--- src/rtl/serial_pcm_rx_pkg.sv ---
package serial_pcm_rx_pkg;

    typedef enum logic [1:0] {
        FMT_LJ  = 2'd0,
        FMT_I2S = 2'd1,
        FMT_RJ  = 2'd2,
        FMT_DSP = 2'd3
    } fmt_e;

    typedef enum logic [1:0] {
        WL_16 = 2'd0,
        WL_18 = 2'd1,
        WL_20 = 2'd2,
        WL_24 = 2'd3
    } wlen_e;

    typedef enum logic {
        CH_LEFT  = 1'b0,
        CH_RIGHT = 1'b1
    } chan_e;

    typedef struct packed {
        fmt_e  fmt;
        wlen_e wlen;
    } cfg_t;

    // one system-clock view of the serial lines
    typedef struct packed {
        logic rise;
        logic fall;
        logic wcl;
        logic dat;
    } line_evt_t;

    function automatic int word_bits(wlen_e wl);
        case (wl)
            WL_16:   return 16;
            WL_18:   return 18;
            WL_20:   return 20;
            default: return 24;
        endcase
    endfunction

    // bit position (counted from the word boundary) that carries the MSB
    function automatic int first_bit(cfg_t c, int half);
        case (c.fmt)
            FMT_I2S: return 1;
            FMT_RJ:  return half - word_bits(c.wlen);
            default: return 0;
        endcase
    endfunction

    // number of bits kept from one word
    function automatic int bit_limit(cfg_t c, int full);
        if (c.fmt == FMT_RJ) return word_bits(c.wlen);
        return full;
    endfunction

endpackage

--- src/rtl/serial_pcm_rx_edge.sv ---
module serial_pcm_rx_edge
    import serial_pcm_rx_pkg::*;
(
    input  logic      clk,
    input  logic      rst,
    input  logic      bclk_i,
    input  logic      wclk_i,
    input  logic      sdat_i,
    output line_evt_t ev_o
);

    logic bclk_q, bclk_d, wclk_q, sdat_q;

    always_ff @(posedge clk) begin
        if (rst) begin
            bclk_q <= 1'b0;
            bclk_d <= 1'b0;
            wclk_q <= 1'b0;
            sdat_q <= 1'b0;
        end else begin
            bclk_q <= bclk_i;
            bclk_d <= bclk_q;
            wclk_q <= wclk_i;
            sdat_q <= sdat_i;
        end
    end

    assign ev_o.rise = bclk_q & ~bclk_d;
    assign ev_o.fall = ~bclk_q & bclk_d;
    assign ev_o.wcl  = wclk_q;
    assign ev_o.dat  = sdat_q;

endmodule

--- src/rtl/serial_pcm_rx_frame.sv ---
module serial_pcm_rx_frame
    import serial_pcm_rx_pkg::*;
#(
    parameter int SAMPLE_W  = 24,
    parameter int HALF_BITS = 32,
    parameter int IDX_W     = 6,
    parameter int POS_W     = 5
) (
    input  logic             clk,
    input  logic             rst,
    input  cfg_t             cfg_i,
    input  line_evt_t        ev_i,
    output logic             flush_o,
    output logic             start_o,
    output logic             done_o,
    output chan_e            done_ch_o,
    output logic             cap_o,
    output logic [POS_W-1:0] pos_o,
    output logic             dat_o
);

    cfg_t             cfg_q;
    logic             primed, wprev, in_word;
    chan_e            cur_ch, dsp_ch;
    logic [IDX_W-1:0] idx;

    logic             is_dsp, smp, act;
    logic             start_c, done_c, in_n;
    chan_e            ch_n;
    logic [IDX_W-1:0] idx_n, off, lim, rel;

    assign flush_o = (cfg_i != cfg_q);
    assign is_dsp  = (cfg_q.fmt == FMT_DSP);
    assign smp     = !flush_o && (is_dsp ? ev_i.fall : ev_i.rise);
    assign act     = smp && primed;
    assign off     = IDX_W'(first_bit(cfg_q, HALF_BITS));
    assign lim     = IDX_W'(bit_limit(cfg_q, SAMPLE_W));

    always_comb begin
        start_c = 1'b0;
        done_c  = 1'b0;
        in_n    = in_word;
        ch_n    = cur_ch;
        if (is_dsp) begin
            if (ev_i.wcl && !wprev) begin
                done_c = in_word;
                in_n   = 1'b0;
            end else if (!ev_i.wcl && wprev) begin
                start_c = 1'b1;
                in_n    = 1'b1;
                ch_n    = dsp_ch;
            end
        end else if (ev_i.wcl != wprev) begin
            done_c  = in_word;
            start_c = 1'b1;
            in_n    = 1'b1;
            if (cfg_q.fmt == FMT_I2S) ch_n = ev_i.wcl ? CH_RIGHT : CH_LEFT;
            else                      ch_n = ev_i.wcl ? CH_LEFT : CH_RIGHT;
        end
        if (start_c)          idx_n = '0;
        else if (idx != '1)   idx_n = idx + IDX_W'(1);
        else                  idx_n = idx;
        rel = idx_n - off;
    end

    assign start_o   = act && start_c;
    assign done_o    = act && done_c;
    assign done_ch_o = cur_ch;
    assign cap_o     = act && in_n && (idx_n >= off) && (rel < lim);
    assign pos_o     = rel[POS_W-1:0];
    assign dat_o     = ev_i.dat;

    always_ff @(posedge clk) begin
        if (rst || flush_o) begin
            cfg_q   <= cfg_i;
            primed  <= 1'b0;
            wprev   <= 1'b0;
            in_word <= 1'b0;
            idx     <= '0;
            cur_ch  <= CH_LEFT;
            dsp_ch  <= CH_LEFT;
        end else if (smp) begin
            wprev <= ev_i.wcl;
            if (!primed) begin
                primed <= 1'b1;
            end else begin
                in_word <= in_n;
                idx     <= idx_n;
                cur_ch  <= ch_n;
                if (start_c && is_dsp) dsp_ch <= (dsp_ch == CH_LEFT) ? CH_RIGHT : CH_LEFT;
            end
        end
    end

endmodule

--- src/rtl/serial_pcm_rx_shift.sv ---
module serial_pcm_rx_shift #(
    parameter int SAMPLE_W = 24,
    parameter int POS_W    = 5
) (
    input  logic                clk,
    input  logic                rst,
    input  logic                start_i,
    input  logic                cap_i,
    input  logic [POS_W-1:0]    pos_i,
    input  logic                dat_i,
    output logic [SAMPLE_W-1:0] word_o
);

    logic [SAMPLE_W-1:0] acc, nxt;

    for (genvar g = 0; g < SAMPLE_W; g++) begin : g_bit
        always_comb begin
            if (cap_i && pos_i == POS_W'(SAMPLE_W - 1 - g)) nxt[g] = dat_i;
            else if (start_i)                               nxt[g] = 1'b0;
            else                                            nxt[g] = acc[g];
        end
    end

    always_ff @(posedge clk) begin
        if (rst)                  acc <= '0;
        else if (start_i || cap_i) acc <= nxt;
    end

    assign word_o = acc;

endmodule

--- src/rtl/serial_pcm_rx.sv ---
module serial_pcm_rx
    import serial_pcm_rx_pkg::*;
#(
    parameter int SAMPLE_W  = 24,
    parameter int HALF_BITS = 32
) (
    input  logic                clk,
    input  logic                rst,
    input  logic [1:0]          fmt_i,
    input  logic [1:0]          wlen_i,
    input  logic                bclk_i,
    input  logic                wclk_i,
    input  logic                sdat_i,
    output logic [SAMPLE_W-1:0] left_o,
    output logic [SAMPLE_W-1:0] right_o,
    output logic                valid_o
);

    localparam int POS_W = $clog2(SAMPLE_W);
    localparam int IDX_W = $clog2(HALF_BITS) + 1;

    cfg_t                cfg_w;
    line_evt_t           ev;
    logic                cfg_flush, word_start, word_done, bit_cap, bit_dat;
    chan_e               done_ch;
    logic [POS_W-1:0]    bit_pos;
    logic [SAMPLE_W-1:0] acc_word, left_hold;
    logic                left_ok;

    assign cfg_w.fmt  = fmt_e'(fmt_i);
    assign cfg_w.wlen = wlen_e'(wlen_i);

    serial_pcm_rx_edge u_edge (
        .clk    (clk),
        .rst    (rst),
        .bclk_i (bclk_i),
        .wclk_i (wclk_i),
        .sdat_i (sdat_i),
        .ev_o   (ev)
    );

    serial_pcm_rx_frame #(
        .SAMPLE_W  (SAMPLE_W),
        .HALF_BITS (HALF_BITS),
        .IDX_W     (IDX_W),
        .POS_W     (POS_W)
    ) u_frame (
        .clk       (clk),
        .rst       (rst),
        .cfg_i     (cfg_w),
        .ev_i      (ev),
        .flush_o   (cfg_flush),
        .start_o   (word_start),
        .done_o    (word_done),
        .done_ch_o (done_ch),
        .cap_o     (bit_cap),
        .pos_o     (bit_pos),
        .dat_o     (bit_dat)
    );

    serial_pcm_rx_shift #(
        .SAMPLE_W (SAMPLE_W),
        .POS_W    (POS_W)
    ) u_shift (
        .clk     (clk),
        .rst     (rst),
        .start_i (word_start),
        .cap_i   (bit_cap),
        .pos_i   (bit_pos),
        .dat_i   (bit_dat),
        .word_o  (acc_word)
    );

    always_ff @(posedge clk) begin
        if (rst) begin
            left_o    <= '0;
            right_o   <= '0;
            valid_o   <= 1'b0;
            left_hold <= '0;
            left_ok   <= 1'b0;
        end else begin
            valid_o <= 1'b0;
            if (cfg_flush) begin
                left_ok <= 1'b0;
            end else if (word_done) begin
                if (done_ch == CH_LEFT) begin
                    left_hold <= acc_word;
                    left_ok   <= 1'b1;
                end else if (left_ok) begin
                    left_o  <= left_hold;
                    right_o <= acc_word;
                    valid_o <= 1'b1;
                    left_ok <= 1'b0;
                end
            end
        end
    end

endmodule

--- config.mk ---
export PLATFORM = sky130hd
export DESIGN_NAME = serial_pcm_rx
export DESIGN_NICKNAME = d
export VERILOG_FILES = /design/src/rtl/serial_pcm_rx_pkg.sv /design/src/rtl/serial_pcm_rx_edge.sv /design/src/rtl/serial_pcm_rx_frame.sv /design/src/rtl/serial_pcm_rx_shift.sv /design/src/rtl/serial_pcm_rx.sv
export SDC_FILE = /design/constraint.sdc
export NUM_CORES = 1
export LEC_CHECK = 0
export ABC_AREA = 1
export ABC_CLOCK_PERIOD_IN_PS = 10100
export CORE_MARGIN = 3
export CORE_UTILIZATION = 39
export CTS_CLUSTER_DIAMETER = 120
export DETAILED_ROUTE_END_ITERATION = 8
export DONT_BUFFER_PORTS = 1
export GPL_TIMING_DRIVEN = 0
export PLACE_DENSITY = 0.52
export SLEW_MARGIN = 30
export SYNTH_ARGS = -nofsm -noshare
export SYNTH_HDL_FRONTEND = slang
export SYNTH_SLANG_ARGS = --single-unit
--- constraint.sdc ---
create_clock -name clk -period 10.1 [get_ports clk]
set_input_delay 0.505 -clock clk [delete_from_list [all_inputs] [get_ports clk]]
set_output_delay 0.505 -clock clk [all_outputs]
set_load 0.02 [all_outputs]
# Word-level counts from Yosys, hierarchy flattened
# Cells that the tools add are included.
# word_totals
regBits	117
in_bits	9
output_inout_bits	49
# classes
reduce_logical	97
bitwise	7
mux	55
n_addsub	3
order_cmp	2
eq_ne	33
# ops
cell	count
$reduce_and A2 Y1	25
$reduce_bool A2 Y1	25
$mux W1	48
$eq A5 B4 Y1 const B	8
$eq A5 B5 Y1 const B	8
$logic_and A1 B1 Y1	34
$mux W6	4
$eq A5 B3 Y1 const B	4
$pmux W4 S3	1
$pmux W6 S2	1
$eq A5 B2 Y1 const B	2
$add A6 B1 Y6 const B	1
$eq A2 B2 Y1 const B	3
$ge A6 B6 Y1	1
$lt A6 B6 Y1	1
$ne A6 B6 Y1 const B	1
$reduce_and A3 Y1	2
$sub A6 B6 Y6	1
$sub A6 B6 Y6 const A	1
$eq A5 B1 Y1 const B	1
$logic_not A5 Y1	1
$mux W5	1
$not A1 Y1	5
$reduce_and A5 Y1	1
11 further kinds	17

# Depth between registers and ports, before layout
# depth
word_depth	12
mapped_depth	22

# Cells and area by module
# A second synthesis with hierarchy kept.
# hier_totals
hier_cells	897
area_unflattened_um2	5933.2
# modules_own_cells
mod	n_inst	seq_area_each_um2	area_each_um2	cells_per_inst
serial_pcm_rx	1	1481.4	3080.5	454
serial_pcm_rx_frame	1	340.3	1390.1	203
serial_pcm_rx_shift	1	480.5	1326.3	223
serial_pcm_rx_edge	1	80.1	136.4	17

# Worst setup path after synthesis
# Ideal clock, no wire load.
# synth_timing
path_kind	register to register
from	register u_frame.cfg_q[2] (netlist name)
to	register u_shift.acc[10], in the netlist u_shift.word_o[10]
path_stages_with_launch	21
arrival_time_ns	3.218
setup_slack_ns	6.772
n_path_buf	2
period_less_slack_ns	3.328
t_required_ns	9.990
cell_sequence	edfxtp_1 -> ha_1 -> nand2_1 -> o21ai_2 -> inv_1 -> nor3_1 -> inv_1 -> ha_1 -> fa_1 -> xnor2_1 -> ha_1 -> o21ai_0 -> nand2_1 -> nand3_1 -> nand2_1 -> nand2_1 -> buf_6 -> buf_6 -> nand4_1 -> nand2_1 -> nor2_1
# synth_between
elab_chain_len	10
word_cells_on_any_way	28
# synth_rtl
item	line_no	text
from (decl)	serial_pcm_rx_frame.sv:22	cfg_t cfg_q;
from (signal assigned)	serial_pcm_rx_frame.sv:75	cfg_q <= cfg_i;
parallel branches: the longest is 10 deep, another holds $sub A6 B6 Y6	-	
to (signal assigned)	serial_pcm_rx_shift.sv:26	else if (start_i || cap_i) acc <= nxt;
to (decl)	serial_pcm_rx_shift.sv:14	logic [SAMPLE_W-1:0] acc, nxt;
# Several ways; the timed one is not identified.
# A chain may end at the register's enable or synchronous reset.

# Worst setup path in the final report
# layout_timing
from	register u_frame.cfg_q[2] (netlist name)
to	register u_shift.acc[15], in the netlist u_shift.word_o[15]
# Same word-level chain as after synthesis.

==> impl_metrics.yaml <==
worst_hold_path:
  hp-class: "in -> reg"
floorplanning:
  fp.dieW_um: 126
  start_util: 0.403
  core_area_um2: 14000
  io_pins: 58
  core.rowCount: 43
  die_h_um: 126
  die-area_um2: 16000
clock_network:
  cts_setup_buffers: 0
  root_buffer: "clkbuf_16"
  cts_num_sinks: 117
  cts_buffers: 17
  ctsHtreeMaxLevel: 4
  cts_hold_buf: 0
  cts_resized: 0
  cts_tree: "built"
  insertion_delay_ns: 0.41
  clk_path_buf_depth: 2
  path_clk_slew_ns: 0.05
power:
  ir_worst_vdd_mv: 0.121
  cellPowerDensity_nw_per_um2: 182
  power_leakage_nw: 2.63
route:
  via_count: 4878
  wirelength_um: 14000
  avgViaCountPerCell: 4.87
  drc: 0
  first_iter_violations: 266
  wl_per_cell_um: 14.0
  first_pass_iters: 4
  ant_nets: 0
place:
  dp.cells: 970
  dpl_cell_area_um2: 5880
  post-dp-hpwl_um: 10800
  place_congestion: 0.824
  port_buffers: 0
critical_path:
  critPathBufInv: 4
  crit_family: "adder cells"
  end_kind: "flop"
  cp_max_fo: 10
  start_kind: "flop"
  critPathMaxStageDelay_ns: 0.53
  r2r_setup_slack_ns: 5.99
  crit_type: "reg -> reg"
  path_cells: "ha_1, nand2_1, o21ai_2, inv_1, nor3_1, inv_1, ha_1, fa_1, xnor2_1, ha_1, o21ai_0, nand2_1, nand3_1, nand2_1, nand2_1, buf_2, nand3_1, nand2_1, inv_1, nor2_1"
  crit_path_top_delay_cell: "xnor2_1"
  worst_ep_arrival_time_ns: 4.46
  crit_top_cell: "nand2_1"
  cp.required_ns: 10.45
grt:
  grt_pass1_vias: 4937
  track_usage: 0.183
  grt_first_pass_wirelength_um: 23700
  antenna_found_initial: 0
  grt_overflow: 0
  grt_start_max_net_pins: 17
sta:
  setup_tns_ns: 0
  slew_headroom: 0.568
  worst_pin_slew_ns: 0.645
  final-setup-viol-count: 0
  clock_skew_ns: 0.00560
  rsz0062_at_grt: "no"
  max_freq_mhz: 244
  drv_slew: 0
  period_needed_ns: 4.11
  period_share: 0.407
  hold_viol: 0
cells_and_area:
  fin_util: 0.464
  multiInputGateArea_um2: 2490
  drive_gt1_frac: 0.0912
  design_area_um2: 6510
  fin_nets: 836
  regArea_um2: 2380
  area_growth_pct: 15.2
  antennaDiodeCount: 0
  fin_cells: 1002
  fillCellCount: 1450
logic_synthesis:
  ys_top_cells_by_area: "dfxtp_1 (40%), inv_1 (9.4%), o21ai_0 (7.7%), a21oi_1 (7.5%), nand2_1 (7.4%)"
  yosysTopAreaCellShare: 0.400
  synth.most_common_cell: "inv_1"
  synth_edf_count: 4
  syn-instance-count: 790
  avgSynthCellArea_um2: 7.16
  postSynth.asyncResetShare: 0
  synth_seq_cells: 117
  synth.distinct_cells: 34
  synth_common_cells: "inv_1 (141), dfxtp_1 (113), nand2_1 (112)"
  ys_seq_area_frac: 0.421
  ys.flop_type: "dfxtp_1"
  synth_area_um2: 5650
  yosysWarningCount: 0
  synth_largest_area_cell: "dfxtp_1"
  syn-num-nets: 817
run_status:
  status: "finished clean"
run:
  drv_cap: 0
## sequential cells by signal (all words and copies together) (netlist names), 4 cells and up
name            flops
u_shift.word_o     24
left_o             24
u_frame.cfg_q       4
right_o            24
u_frame.idx         6
left_hold          24
## metrics by stage
step	setup WS, ns	total power, mW	hold WS, ns
detailed placement	6.02	0.556	0.433
global route	5.56	1.23	0.135
floorplan	6.77	0.538	0.420
CTS	6.00	1.20	0.142
global placement	6.10	0.554	0.432
finish	5.99	1.19	0.155
## layer usage
layer / vias to the layer above / wire length, um / track usage
met5: - / 0 / 0
met4: 0 / 128 / 0.0416
met3: 10 / 566 / 0.0505
met2: 73 / 6580 / 0.306
met1: 2228 / 6730 / 0.236
li1: 2567 / - / -
## where the power goes
group | internal, mW | switching, mW | total [mW] | leakage [nW]
sequential | 0.466 | 0.00194 | 0.468 | 0.953
clock | 0.425 | 0.215 | 0.641 | 0.306
combinational | 0.0241 | 0.0535 | 0.0776 | 1.37
## area by class of cell
type | instances | area share
inverter | 145 | 0.0836
tap | 180 | 0.0346
multi-input combinational | 486 | 0.383
sequential | 117 | 0.366
buffer | 42 | 0.0361
clock buffer | 20 | 0.0701
clock inverter | 12 | 0.0271
## worst paths after layout
kind / startpoint / cells after the start / to
worst max-delay path: u_frame.cfg_q[2] / 20 / u_shift.word_o[15]
worst min-delay path: rst / 1 / valid_o
worst max register to register: u_frame.cfg_q[2] / 20 / u_shift.word_o[15]
worst min register to register: left_hold[18] / 2 / left_hold[18]
## cell usage in the layout (no fill, tap or decap), drive strengths merged
cell type	n
o21a	1
edfxtp	4
or3	1
nand2	124
xnor2	5
o21ai	89
nand4	34
bufinv	4
nor2	77
clkinvlp	2
nand3	43
clkbuf	42
clkinv	5
a311oi	1
a21oi	86
o2111ai	1
ha	17
fa	1
dfxtp	113
a31oi	1
inv	146
nor3	4
buf	20
nor3b	1
## kinds of logic (layout without fill, tap and decap cells)
family / Yosys count / in the layout / synth area share
XOR/XNOR: 5 / 5 / 0.00774
adder cells (fa/ha/maj): 18 / 18 / 0.0412
buffers and inverters: 187 / 219 / 0.138
AND/OR/NAND/NOR: 284 / 284 / 0.230
AO/OA/AOI/OAI: 179 / 179 / 0.162
flip-flops: 117 / 117 / 0.421
(Power assumes the default switching activity.)
